<file path="src/rtl/pin_cmd_pkg.sv">
package pin_cmd_pkg;

    typedef enum logic [1:0] {
        ST_IDLE  = 2'b00,
        ST_RX    = 2'b01,
        ST_TX    = 2'b10,
        ST_SLEEP = 2'b11
    } radio_st_e;

    localparam int unsigned NUM_STATES = 4;

endpackage

</file>
<file path="src/rtl/pin_sync.sv">
module pin_sync #(
    parameter int unsigned      WIDTH   = 3,
    parameter int unsigned      STAGES  = 2,
    parameter logic [WIDTH-1:0] RST_VAL = '0
) (
    input  logic             clk,
    input  logic             rst_n,
    input  logic [WIDTH-1:0] din,
    output logic [WIDTH-1:0] dout
);

    typedef logic [WIDTH-1:0] word_t;

    word_t chain_d [STAGES];
    word_t chain_q [STAGES];

    always_comb begin
        chain_d[0] = din;
        for (int i = 1; i < STAGES; i++) begin
            chain_d[i] = chain_q[i-1];
        end
    end

    always_ff @(posedge clk or negedge rst_n) begin
        if (!rst_n) begin
            for (int i = 0; i < STAGES; i++) begin
                chain_q[i] <= RST_VAL;
            end
        end else begin
            for (int i = 0; i < STAGES; i++) begin
                chain_q[i] <= chain_d[i];
            end
        end
    end

    assign dout = chain_q[STAGES-1];

endmodule

</file>
<file path="src/rtl/cmd_capture.sv">
module cmd_capture #(
    parameter int unsigned CODE_W = 2
) (
    input  logic              clk,
    input  logic              rst_n,
    input  logic              cs_s,
    input  logic [CODE_W-1:0] code_s,
    output logic              fall_o,
    output logic              rise_o,
    output logic [CODE_W-1:0] code_o
);

    typedef struct packed {
        logic              cs_prev;
        logic [CODE_W-1:0] hold;
    } cap_t;

    cap_t r_q, r_d;

    always_comb begin
        r_d         = r_q;
        r_d.cs_prev = cs_s;
        // the code follows the pins only while chip select is high
        if (cs_s) begin
            r_d.hold = code_s;
        end
    end

    always_ff @(posedge clk or negedge rst_n) begin
        if (!rst_n) begin
            r_q.cs_prev <= 1'b1;
            r_q.hold    <= '0;
        end else begin
            r_q <= r_d;
        end
    end

    assign fall_o = r_q.cs_prev & ~cs_s;
    assign rise_o = ~r_q.cs_prev & cs_s;
    assign code_o = r_q.hold;

    // the taken code is frozen while chip select stays low
    assert_code_frozen_low_R4: assert property (@(posedge clk) disable iff (!rst_n)
        (!$past(cs_s) && !cs_s) |-> $stable(code_o));

endmodule

</file>
<file path="src/rtl/state_track.sv">
module state_track
    import pin_cmd_pkg::*;
(
    input  logic                  clk,
    input  logic                  rst_n,
    input  logic                  en,
    input  logic                  cs_s,
    input  logic                  fall,
    input  logic                  rise,
    input  logic [1:0]            code,
    output logic [NUM_STATES-1:0] stb_o,
    output radio_st_e             state_o
);

    typedef struct packed {
        radio_st_e             state;
        logic                  pend;
        logic [NUM_STATES-1:0] stb;
    } trk_t;

    trk_t r_q, r_d;

    always_comb begin
        r_d     = r_q;
        r_d.stb = '0;
        if (!en) begin
            r_d.pend = 1'b0;
        end else if (fall) begin
            if (code != r_q.state) begin
                if (radio_st_e'(code) == ST_SLEEP) begin
                    r_d.pend = 1'b1;
                end else begin
                    r_d.state     = radio_st_e'(code);
                    r_d.stb[code] = 1'b1;
                end
            end
        end else if (rise && r_q.pend) begin
            r_d.pend          = 1'b0;
            r_d.state         = ST_SLEEP;
            r_d.stb[ST_SLEEP] = 1'b1;
        end
    end

    always_ff @(posedge clk or negedge rst_n) begin
        if (!rst_n) begin
            r_q.state <= ST_IDLE;
            r_q.pend  <= 1'b0;
            r_q.stb   <= '0;
        end else begin
            r_q <= r_d;
        end
    end

    assign stb_o   = r_q.stb;
    assign state_o = r_q.state;

    assert_one_strobe_R8: assert property (@(posedge clk) disable iff (!rst_n)
        $onehot0(stb_o));

    assert_strobe_matches_state_R8: assert property (@(posedge clk) disable iff (!rst_n)
        (stb_o != '0) |-> stb_o[state_o]);

    assert_change_needs_strobe_R3: assert property (@(posedge clk) disable iff (!rst_n)
        (state_o != $past(state_o)) |-> (stb_o != '0));

    assert_strobe_is_change_R3: assert property (@(posedge clk) disable iff (!rst_n)
        (stb_o != '0) |-> (state_o != $past(state_o)));

    assert_sleep_after_rise_R5: assert property (@(posedge clk) disable iff (!rst_n)
        stb_o[ST_SLEEP] |-> $past(cs_s));

    assert_disabled_quiet_R6: assert property (@(posedge clk) disable iff (!rst_n)
        !$past(en) |-> (stb_o == '0));

endmodule

</file>
<file path="src/rtl/pin_state_cmd.sv">
module pin_state_cmd
    import pin_cmd_pkg::*;
#(
    parameter int unsigned SYNC_STAGES = 2
) (
    input  logic       clk,
    input  logic       rst_n,
    input  logic       mode_en,
    input  logic       cs_n,
    input  logic       sdi,
    input  logic       sclk,
    output logic       stb_idle,
    output logic       stb_rx,
    output logic       stb_tx,
    output logic       stb_sleep,
    output logic [1:0] cur_state
);

    localparam int unsigned CODE_W = $clog2(NUM_STATES);
    localparam int unsigned PIN_W  = CODE_W + 1;

    logic [PIN_W-1:0]      pins_s;
    logic                  fall, rise;
    logic [CODE_W-1:0]     code;
    logic [NUM_STATES-1:0] stb;
    radio_st_e             state;

    pin_sync #(
        .WIDTH   (PIN_W),
        .STAGES  (SYNC_STAGES),
        .RST_VAL ({1'b1, {CODE_W{1'b0}}})
    ) i_sync (
        .clk   (clk),
        .rst_n (rst_n),
        .din   ({cs_n, sdi, sclk}),
        .dout  (pins_s)
    );

    cmd_capture #(
        .CODE_W (CODE_W)
    ) i_capture (
        .clk    (clk),
        .rst_n  (rst_n),
        .cs_s   (pins_s[PIN_W-1]),
        .code_s (pins_s[CODE_W-1:0]),
        .fall_o (fall),
        .rise_o (rise),
        .code_o (code)
    );

    state_track i_track (
        .clk     (clk),
        .rst_n   (rst_n),
        .en      (mode_en),
        .cs_s    (pins_s[PIN_W-1]),
        .fall    (fall),
        .rise    (rise),
        .code    (code),
        .stb_o   (stb),
        .state_o (state)
    );

    assign stb_idle  = stb[ST_IDLE];
    assign stb_rx    = stb[ST_RX];
    assign stb_tx    = stb[ST_TX];
    assign stb_sleep = stb[ST_SLEEP];
    assign cur_state = state;

    // a strobe never lasts two cycles
    assert_strobe_single_R7: assert property (@(posedge clk) disable iff (!rst_n)
        (stb != '0) |=> (stb == '0));

endmodule

</file>
<file path="config.mk">
export PLATFORM = sky130hd
export DESIGN_NAME = pin_state_cmd
export DESIGN_NICKNAME = d
export VERILOG_FILES = /design/src/rtl/pin_cmd_pkg.sv /design/src/rtl/pin_sync.sv /design/src/rtl/cmd_capture.sv /design/src/rtl/state_track.sv /design/src/rtl/pin_state_cmd.sv
export SDC_FILE = /design/constraint.sdc
export NUM_CORES = 1
export LEC_CHECK = 0
export BUFFER_PORTS_ARGS = -buffer_cell sky130_fd_sc_hd__buf_2
export CORE_MARGIN = 3
export CORE_UTILIZATION = 50
export CTS_BUF_LIST = sky130_fd_sc_hd__clkbuf_4 sky130_fd_sc_hd__clkbuf_8
export CTS_CLUSTER_DIAMETER = 60
export CTS_CLUSTER_SIZE = 10
export DETAILED_ROUTE_END_ITERATION = 12
export GPL_TIMING_DRIVEN = 0
export PLACE_DENSITY = 0.73
export SYNTH_ARGS = -nofsm -noshare
export SYNTH_HDL_FRONTEND = slang
export SYNTH_HIERARCHICAL = 1
export SYNTH_SLANG_ARGS = --single-unit
export TNS_END_PERCENT = 1
</file>
<file path="constraint.sdc">
create_clock -name clk -period 1.85 [get_ports clk]
set_input_delay 0.2775 -clock clk [delete_from_list [all_inputs] [get_ports clk]]
set_output_delay 0.2775 -clock clk [all_outputs]
set_load 0.02 [all_outputs]
</file>
Yosys cells after proc, flatten, opt, wreduce, memory -nomap -nowiden
Cells that the tools add are included.
{"block": "op_classes", "magnitude_cmp": 2, "n_eq_ne": 7, "n_mux": 11, "bitwise": 4, "reduce_logical": 5}
{"cell": "$mux W4", "n": 4}
{"cell": "$mux W7", "n": 1}
{"cell": "$ne A3 B2 Y1 const B", "n": 2}
{"cell": "$reduce_and A4 Y1", "n": 1}
{"cell": "$lt A2 B3 Y1 const B", "n": 1}
{"cell": "$mux W1", "n": 3}
{"cell": "$mux W3", "n": 1}
{"cell": "$ne A3 B1 Y1 const B", "n": 1}
{"cell": "$reduce_and A3 Y1", "n": 1}
{"cell": "$and A1 B1 Y1", "n": 2}
{"cell": "$demux W1 S2", "n": 1}
{"cell": "$eq A2 B2 Y1 const B", "n": 1}
{"cell": "$ge A2 B1 Y1 const B", "n": 1}
{"cell": "$logic_and A1 B1 Y1", "n": 2}
{"cell": "$mux W2", "n": 1}
{"cell": "$ne A2 B1 Y1 const B", "n": 1}
{"cell": "$ne A2 B2 Y1", "n": 1}
{"cell": "$ne A2 B2 Y1 const B", "n": 1}
{"cell": "$not A1 Y1", "n": 2}
{"cell": "$reduce_bool A2 Y1", "n": 1}
{"block": "totals", "register_bits": 16, "input_bits": 6, "out_inout_bits": 6, "elab_cells": 36}

Depth between registers and ports, before layout
Gate-level depths: netlist of run 1.
{"block": "depth", "word_depth": 8, "mapped_depth": 4, "depth_no_buf": 4}

Modules after synthesis
Netlist of run 1, hierarchy kept.
{"module": "state_track", "n_inst": 1, "cells_each": 38, "area_each_um2": 370.4, "seq_area_each_um2": 175.2}
{"module": "pin_sync", "n_inst": 1, "cells_each": 6, "area_each_um2": 152.6, "seq_area_each_um2": 152.6}
{"module": "cmd_capture", "n_inst": 1, "cells_each": 9, "area_each_um2": 127.6, "seq_area_each_um2": 76.3}

Least setup slack after synthesis of run 1
No wires, ideal clock.
{"block": "synth_path", "path_type": "register -> register", "startpoint": "register i_sync.chain_q (netlist bit i_sync/dout[2])", "endpoint": "register i_track/state_o[0] (netlist name)", "setup_time_ns": 0.126, "arrival_time_ns": 1.196, "required_time_ns": 1.724, "slack_ns": 0.528, "path_stages_with_launch": 5, "period_less_slack_ns": 1.322, "path_cell_list": "dfstp_2 and2b_1 nand2_1 nor3b_1 o32a_1"}
{"block": "synth_between", "elab_chain_cells": 4, "word_cells_on_any_way": 9, "cone_classes": "2 x eq/ne; 1 x mux; 3 x bitwise; 3 x reduce/logical"}
{"item": "from (decl)", "line": "pin_sync.sv:15", "rtl": "word_t chain_q [STAGES];"}
{"item": "from (signal, indexed assignment)", "line": "pin_sync.sv:31", "rtl": "chain_q[i] <= chain_d[i];"}
{"item": "$not A1 Y1 (*)", "line": "cmd_capture.sv:38", "rtl": "assign fall_o = r_q.cs_prev & ~cs_s;"}
{"item": "$and A1 B1 Y1 (*)", "line": "cmd_capture.sv:38"}
{"item": "net fall", "line": "pin_state_cmd.sv:23", "rtl": "logic fall, rise;"}
{"item": "$ne A2 B1 Y1 (no line) (tied with other cells)"}
{"item": "$reduce_and A4 Y1 (no line)"}
Mark *: on every way through the listed nets, which the timed path passes. The rest lies on a longest branch.
A chain may end at the register's enable or synchronous reset.

Final worst setup path of run 1
{"block": "layout_path", "startpoint": "register i_sync.chain_q (netlist bit i_sync/dout[2])", "endpoint": "register i_track/state_o[0] (netlist name)"}
{"block": "layout_between", "elab_chain_cells": 4, "word_cells_on_any_way": 9, "cone_classes": "2 x eq/ne; 1 x mux; 3 x bitwise; 3 x reduce/logical"}
{"item": "$not A1 Y1 (*)", "line": "cmd_capture.sv:38"}
{"item": "$and A1 B1 Y1 (*)", "line": "cmd_capture.sv:38"}
{"item": "net fall", "line": "pin_state_cmd.sv:23"}
{"item": "$ne A2 B1 Y1 (no line) (tied with other cells)"}
{"item": "$reduce_and A4 Y1 (no line)"}
Marks and branches as above.

==> results of run 1 <==
worst register-to-register path, delay by kind of cell (launching register included):
family / cells / cell delay (ps)
and+or+nand+nor: 3 / 410
AOI/OAI and AO/OA: 1 / 330
DFF: 1 / 570
logic make-up after synthesis:
group / after synthesis
multiplexers: 2
buffers and inverters: 11
flip-flops: 16
XOR/XNOR: 1
AND/OR/NAND/NOR: 14
AO/OA/AOI/OAI: 9
registers in the layout, summed over array words and instances (netlist names):
| signal | cells |
|---|---|
| i_track/r_q | 1 |
| i_capture/r_q | 1 |
| i_capture/code_o | 2 |
| i_sync/chain_d | 3 |
| i_sync/dout | 3 |
| i_track/state_o | 2 |
| i_track/stb_o | 4 |
worst max-delay path by stage:
stage	startpoint	to	slack (ps)	depth (start not counted)
5_1_grt	i_sync/dout[2]	i_track/state_o[0]	320	3
6_report	i_sync/dout[2]	i_track/state_o[0]	430	4
4_1_cts	i_sync/dout[2]	i_track/state_o[0]	410	4
3_3_place_gp	i_sync/dout[2]	i_track/state_o[0]	440	4
2_1_floorplan	i_sync/dout[2]	i_track/state_o[0]	530	4
3_5_place_dp	i_sync/dout[2]	i_track/state_o[0]	430	4
what timing repair did:
item | in CTS | in global routing
hold buffers | 1 | 0
endpoints found under the hold margin | 13 | 0
buffers inserted | 0 | 0
area by class of cell:
class	count	area, sq um	area share, %
Sequential cell	16	404.1	52.52
Multi-Input combinational cell	26	175.2	22.76
Timing Repair Buffer	12	65.06	8.455
Buffer	8	60.06	7.805
Clock buffer	4	36.28	4.715
Tap cell	14	17.52	2.276
Inverter	3	11.26	1.463
per-stage QoR:
step	setup slack (ps)	hold WS, ps
after floorplan	527.9	-18.09
after global placement	444.6	197.9
after detailed placement	429.3	197.9
after CTS	414.4	72.74
after global routing	321.6	58.20
final	426.4	86.89
layout by cell type, fill, tap and decap left out, drive strengths merged:
cell          n
and2b         1
buf          19
a211oi        1
o32a          2
nor3          2
nand2         2
nand2b        1
nor2b         3
a21boi        2
nor2          2
mux2          2
or2           1
dlygate4sd3   1
dfrtp        13
nor3b         1
clkbuf        4
dfstp         3
xor2          1
o21ai         4
inv           3
and4b         1
per-layer routing:
layer	vias to the layer above	GRT usage, %
li1	202	-
met1	190	16.48
met2	17	18.21
met3	5	8.155
met4	0	7.453
met5	-	0
power by group through the flow:
stage	sequential [mW]	combinational (mW)	clock [mW]
2_1_floorplan	0.421	0.149	0
3_3_place_gp	0.427	0.190	0
3_5_place_dp	0.429	0.193	0
4_1_cts	0.422	0.195	0.234
5_1_grt	0.430	0.216	0.256
6_report	0.423	0.194	0.222
==> metrics, run 1 <==
Worst Hold Class=in -> reg; cts bufs inserted=3; Die X=42.07 microns; total die area=roughly 0.0018 sq mm; Reg-to-Reg Start=i_sync/dout[2]; Crit path max-delay family=flip-flops; hold path startpoint=cs_n; area leader, netlist=dfrtp_1; # H-tree levels=1; Layout Cells excl Fill=83; actual slew at the worst max-slew pin=about 380 ps; fillers=around 80; placed cell areas=just over 700 sq um; CP max-delay cell=dfstp_2; Netlist cell types=19; vias in the first global route=roughly 380; Post-Synthesis Cell Area=650.6 sq um; total power=between 0.8 and 0.9 mW; Tcrit/Tclk final=~77%; post-synthesis compound-gate area fraction=9.615%; Endpoint, Worst Hold=i_sync/chain_d[2]; routed length on met1=between 400 and 500 microns; Setup-failing EPs final=0; synth top area cells=dfrtp_1, dfstp_2, buf_4; die height=approximately 42 microns; Syn Nets=between 50 and 60; Cell Chain, Critical Path=and2b_1 -> nand2_1 -> nor3b_1 -> o32a_1; Post-Route Skew=approximately 6.4 ps; Routed met3 length=just over 80 microns; detail-routed via count per cell=4.988; root buf cell=clkbuf_4; Ports=12; Comb pwr share=23.1%; share of the yosys chip area belonging to registers=between 60 and 70%; FF+latch count, synth=16; antenna viol nets, final=0; Worst path max stage delay=~570 ps; drt drc=0; Power Internal=between 0.6 and 0.7 mW; Hold Path Stages=1; FF-to-FF End=i_track/state_o[0]; Sw Pwr=roughly 0.23 mW; flop2flop setup slack=~430 ps; reg2reg path depth=4; CP Launch Type=flop; Mapped Cells=53; Antenna Cells=0; worst skew pair latency=290 ps; area grow syn2layout=18.27%; Worst EP arrival=1590 ps; Final nets=76; sw frac=between 20 and 30%; Cell Rows=12; # Max-Cap Violations=0; Power Density=1089 mW/mm^2; vias=about 410; clk sinks=16; Slew Limit Headroom=74.80%; main flop type after synthesis=dfrtp_1; first-pass GRT wire length=about 1700 microns; largest family of logic cells by synthesized area=simple AND/OR/NAND/NOR gates; CTS tree=built; post-detail-place hpwl=about 660 microns; P_leak=approximately 0.38 nW; count of pins over their slew limit=0; Post-synth EDFFs=0; share of cells above drive strength 1=approximately two fifths; Clock Power Share=a little over a quarter; final wirelength=between 800 and 900 microns; Core Util, Final=66.56%; Final Hold Viols=0; CP endpoint kind=flop; GP Congestion=0.7678; Sequential Power Share=around 50%; Commonest cells post-synth=dfrtp_1, buf_4, o21ai_0; mux contribution to synthesized area=3.462%; Initial Utilization=between 50% and 60%; IO buf count=11; Worst-path clk slew=~80 ps; Synth async-reset ratio=100.0%; Met2 Wirelength=around 380 microns; CTS Buffer Depth=2; core area=0.001156 sq mm; status=completed; WP buf/inv=0; Crit Path Class=reg -> reg; Max IR drop VDD=~0.00064 V; post-synth top area share=between 50% and 60%; largest net degree at the start of global routing=17; DR pass1 iterations=4; Crit path required time=a little over 2000 ps; 1st-iter DRT viols=6; simple-gate portion of the synthesized area=12.50%; Max Freq=between 700 and 800 MHz; global route overflow=0; mean post-synth cell area=12.28 sq um; Highest Signal Layer=met4; min Tclk post-route=around 1400 ps; count leader, synth=dfrtp_1; fin area=just under 800 sq um; WL/cell=~11 microns; CTS resizes=0; TNS Setup=0 ps; Cells after DPL=a little under 80; Yosys Warn Count=6; Synth Area in XOR/XNOR=between 1 and 1.5%; Tot GR Track Use=between 10% and 20%; maximum fanout along the worst path=5; initial antenna violation count=0; adder-cell share of the synthesized area=0%; unrepaired setup endpoints after global routing=no
Power figures use the tool's default switching activity.
==> run 2, diff against run 1 <==
CORE_UTILIZATION = 49   (was 50)
PLACE_DENSITY = 0.74   (was 0.73)
clock period = 1.3 ns   (was 1.85 ns; I/O delays follow)
==> metrics, run 2 (synthesized netlist as in run 1, its figures left out) <==
status=finished, violations left; failing checks=setup timing; Setup Slack @ Placement=-130.7 ps (-560.0 ps); DR pass1 iterations=4 (unchanged); unrepaired setup endpoints after global routing=yes; Tcrit/Tclk final=102.8% (+26 points); area grow syn2layout=29.04%; Cell Chain, Critical Path=and2b_2 -> nand2_4 -> or2_4 -> o32a_1; largest net degree at the start of global routing=17 (unchanged); share of cells above drive strength 1=47.95% (+7.4 points); min Tclk post-route=1336 ps (-87.30 ps); Initial Utilization=55.56% (-0.72 points); antenna viol nets, final=0 (unchanged); WL/cell=13.03 microns (+21%); Post-Route Skew=11.25 ps (+4.832 ps); IO buf count=11 (unchanged); FF-to-FF End=i_track/state_o[0]; hold path startpoint=mode_en; WP buf/inv=0 (unchanged); Worst Hold Class=in -> reg; Final Hold Viols=0 (unchanged); Setup-failing EPs final=1 (+1); Crit path required time=1480 ps (-540 ps); Crit Path Class=reg -> reg; Final nets=80 (+5.3%); P_leak=0.4114 nW (+9.2%); total die area=0.001801 sq mm (+1.8%); CTS Buffer Depth=2 (unchanged); actual slew at the worst max-slew pin=341.0 ps (-34.10 ps); Slew Limit Headroom=77.27% (+2.5 points); maximum fanout along the worst path=4 (-1); Max IR drop VDD=0.0008432 V (+31%); Worst EP arrival=1520 ps (-70 ps); Reg-to-Reg Start=i_capture/r_q[2]; die height=42.44 microns (+0.88%); Crit path max-delay family=simple AND/OR/NAND/NOR gates; Worst-path clk slew=100 ps (+20 ps); commonest non-fill, non-tap cell in the layout=dfrtp_1; Hold Path Stages=2 (+1); Ports=12 (unchanged); 1st-iter DRT viols=5 (-1); initial antenna violation count=0 (unchanged); root buf cell=clkbuf_4; core area=0.001171 sq mm (+1.3%); cts bufs inserted=3 (unchanged); max reg flops=4 (unchanged); # Max-Cap Violations=0 (unchanged); Cell Rows=12 (unchanged); # H-tree levels=1 (unchanged); detail-routed via count per cell=4.954 (-0.68%); global route overflow=0 (unchanged); Worst Slack Setup Final=-36.28 ps (-462.7 ps); drt drc=0 (unchanged); Power Density=1475 mW/mm^2 (+35%); GP Congestion=0.7184 (-6.4%); reg2reg path depth=4 (unchanged); CP max-delay cell=dfstp_2; CTS tree=built; vias=431 (+4.1%); final hold slack=188.1 ps (+101.2 ps); Antenna Cells=0 (unchanged); CP Launch Type=flop; final wirelength=1134 microns (+27%); CP endpoint kind=flop; clk sinks=16 (unchanged); fillers=95 (+16%); flop2flop setup slack=-40 ps (-460 ps); commonest cells after routing, fill and taps aside=dfrtp_1, buf_2, buf_4; count of pins over their slew limit=0 (unchanged); Max Freq=748.3 MHz (+6.5%); Endpoint, Worst Hold=i_track/r_q[4]; Tot GR Track Use=13.71% (+0.22 points); vias in the first global route=400 (+4.4%); post-detail-place hpwl=695.4 microns (+5.1%); Worst path max stage delay=540 ps (-30 ps); worst skew pair latency=290 ps (about the same); first-pass GRT wire length=1807 microns (+4.4%); Die X=42.44 microns (+0.88%)
-- run 2: power breakdown --
group	switching, mW	internal, mW
registers	0.0553	0.550
clock network	0.154	0.170
logic	0.157	0.151
-- run 2: how the worst max path moves through the flow --
| stage | startpoint | end | slack (ps) | cells past startpoint |
|---|---|---|---|---|
| global route | i_capture/r_q[2] | i_track/state_o[0] | -90 | 4 |
| CTS | i_sync/dout[2] | i_track/state_o[0] | -30 | 4 |
| global placement | i_sync/dout[2] | i_track/state_o[0] | -90 | 3 |
| floorplan | i_sync/dout[2] | i_track/state_o[0] | -4 | 4 |
| detailed placement | i_sync/dout[2] | i_track/state_o[1] | -130 | 3 |
| finish | i_capture/r_q[2] | i_track/state_o[0] | -40 | 4 |
-- run 2: through the flow --
| stage | setup TNS (ps) | utilization [%] | std cells | cell area [sq um] | power, mW |
|---|---|---|---|---|---|
| CTS | -35.00 | 68.80 | 85 | 805.8 | 1.232 |
| global route | -230.9 | 71.69 | 87 | 839.6 | 1.311 |
| finish | -36.28 | 71.69 | 87 | 839.6 | 1.238 |
| floorplan | -3.912 | - | 53 | 653.1 | 0.8105 |
| detailed placement | -274.3 | 61.97 | 78 | 725.7 | 0.8886 |
| global placement | -182.4 | 61.97 | 78 | 725.7 | 0.8813 |
-- run 2: cell type report --
type                            instances  area, sq um  share of cell area (%)
Inverter                                3        11.26                   1.341
Clock buffer                            4        36.28                   4.322
Sequential cell                        16        404.1                   48.14
Buffer                                  8        60.06                   7.154
Timing Repair Buffer                   16        102.6                   12.22
Multi-Input combinational cell         26        207.7                   24.74
Tap cell                               14        17.52                   2.086
-- run 2: what timing repair did --
action,in CTS,in global routing
hold buffers,2,2
gates resized for setup,4,6
setup buffers,1,0
endpoints found under the setup margin,5,6
pin swaps,3,3
gates cloned,0,0
hold endpoints to repair,14,2
-- run 2: worst register-to-register path: stages, from the launching register on --
cell and delay [ps]:
dfstp_2 540, and2b_2 220, nand2_4 80, or2_4 250
o32a_1 150
-- run 2: per-layer routing --
layer  vias up  global-route usage, %  part of all wire [%]
li1        212                      -                     -
met1       208                  18.73                    44
met2        11                  19.45                    50
met3         0                  5.150                   5.5
met4         0                  5.590                     0
met5         -                      0                     0
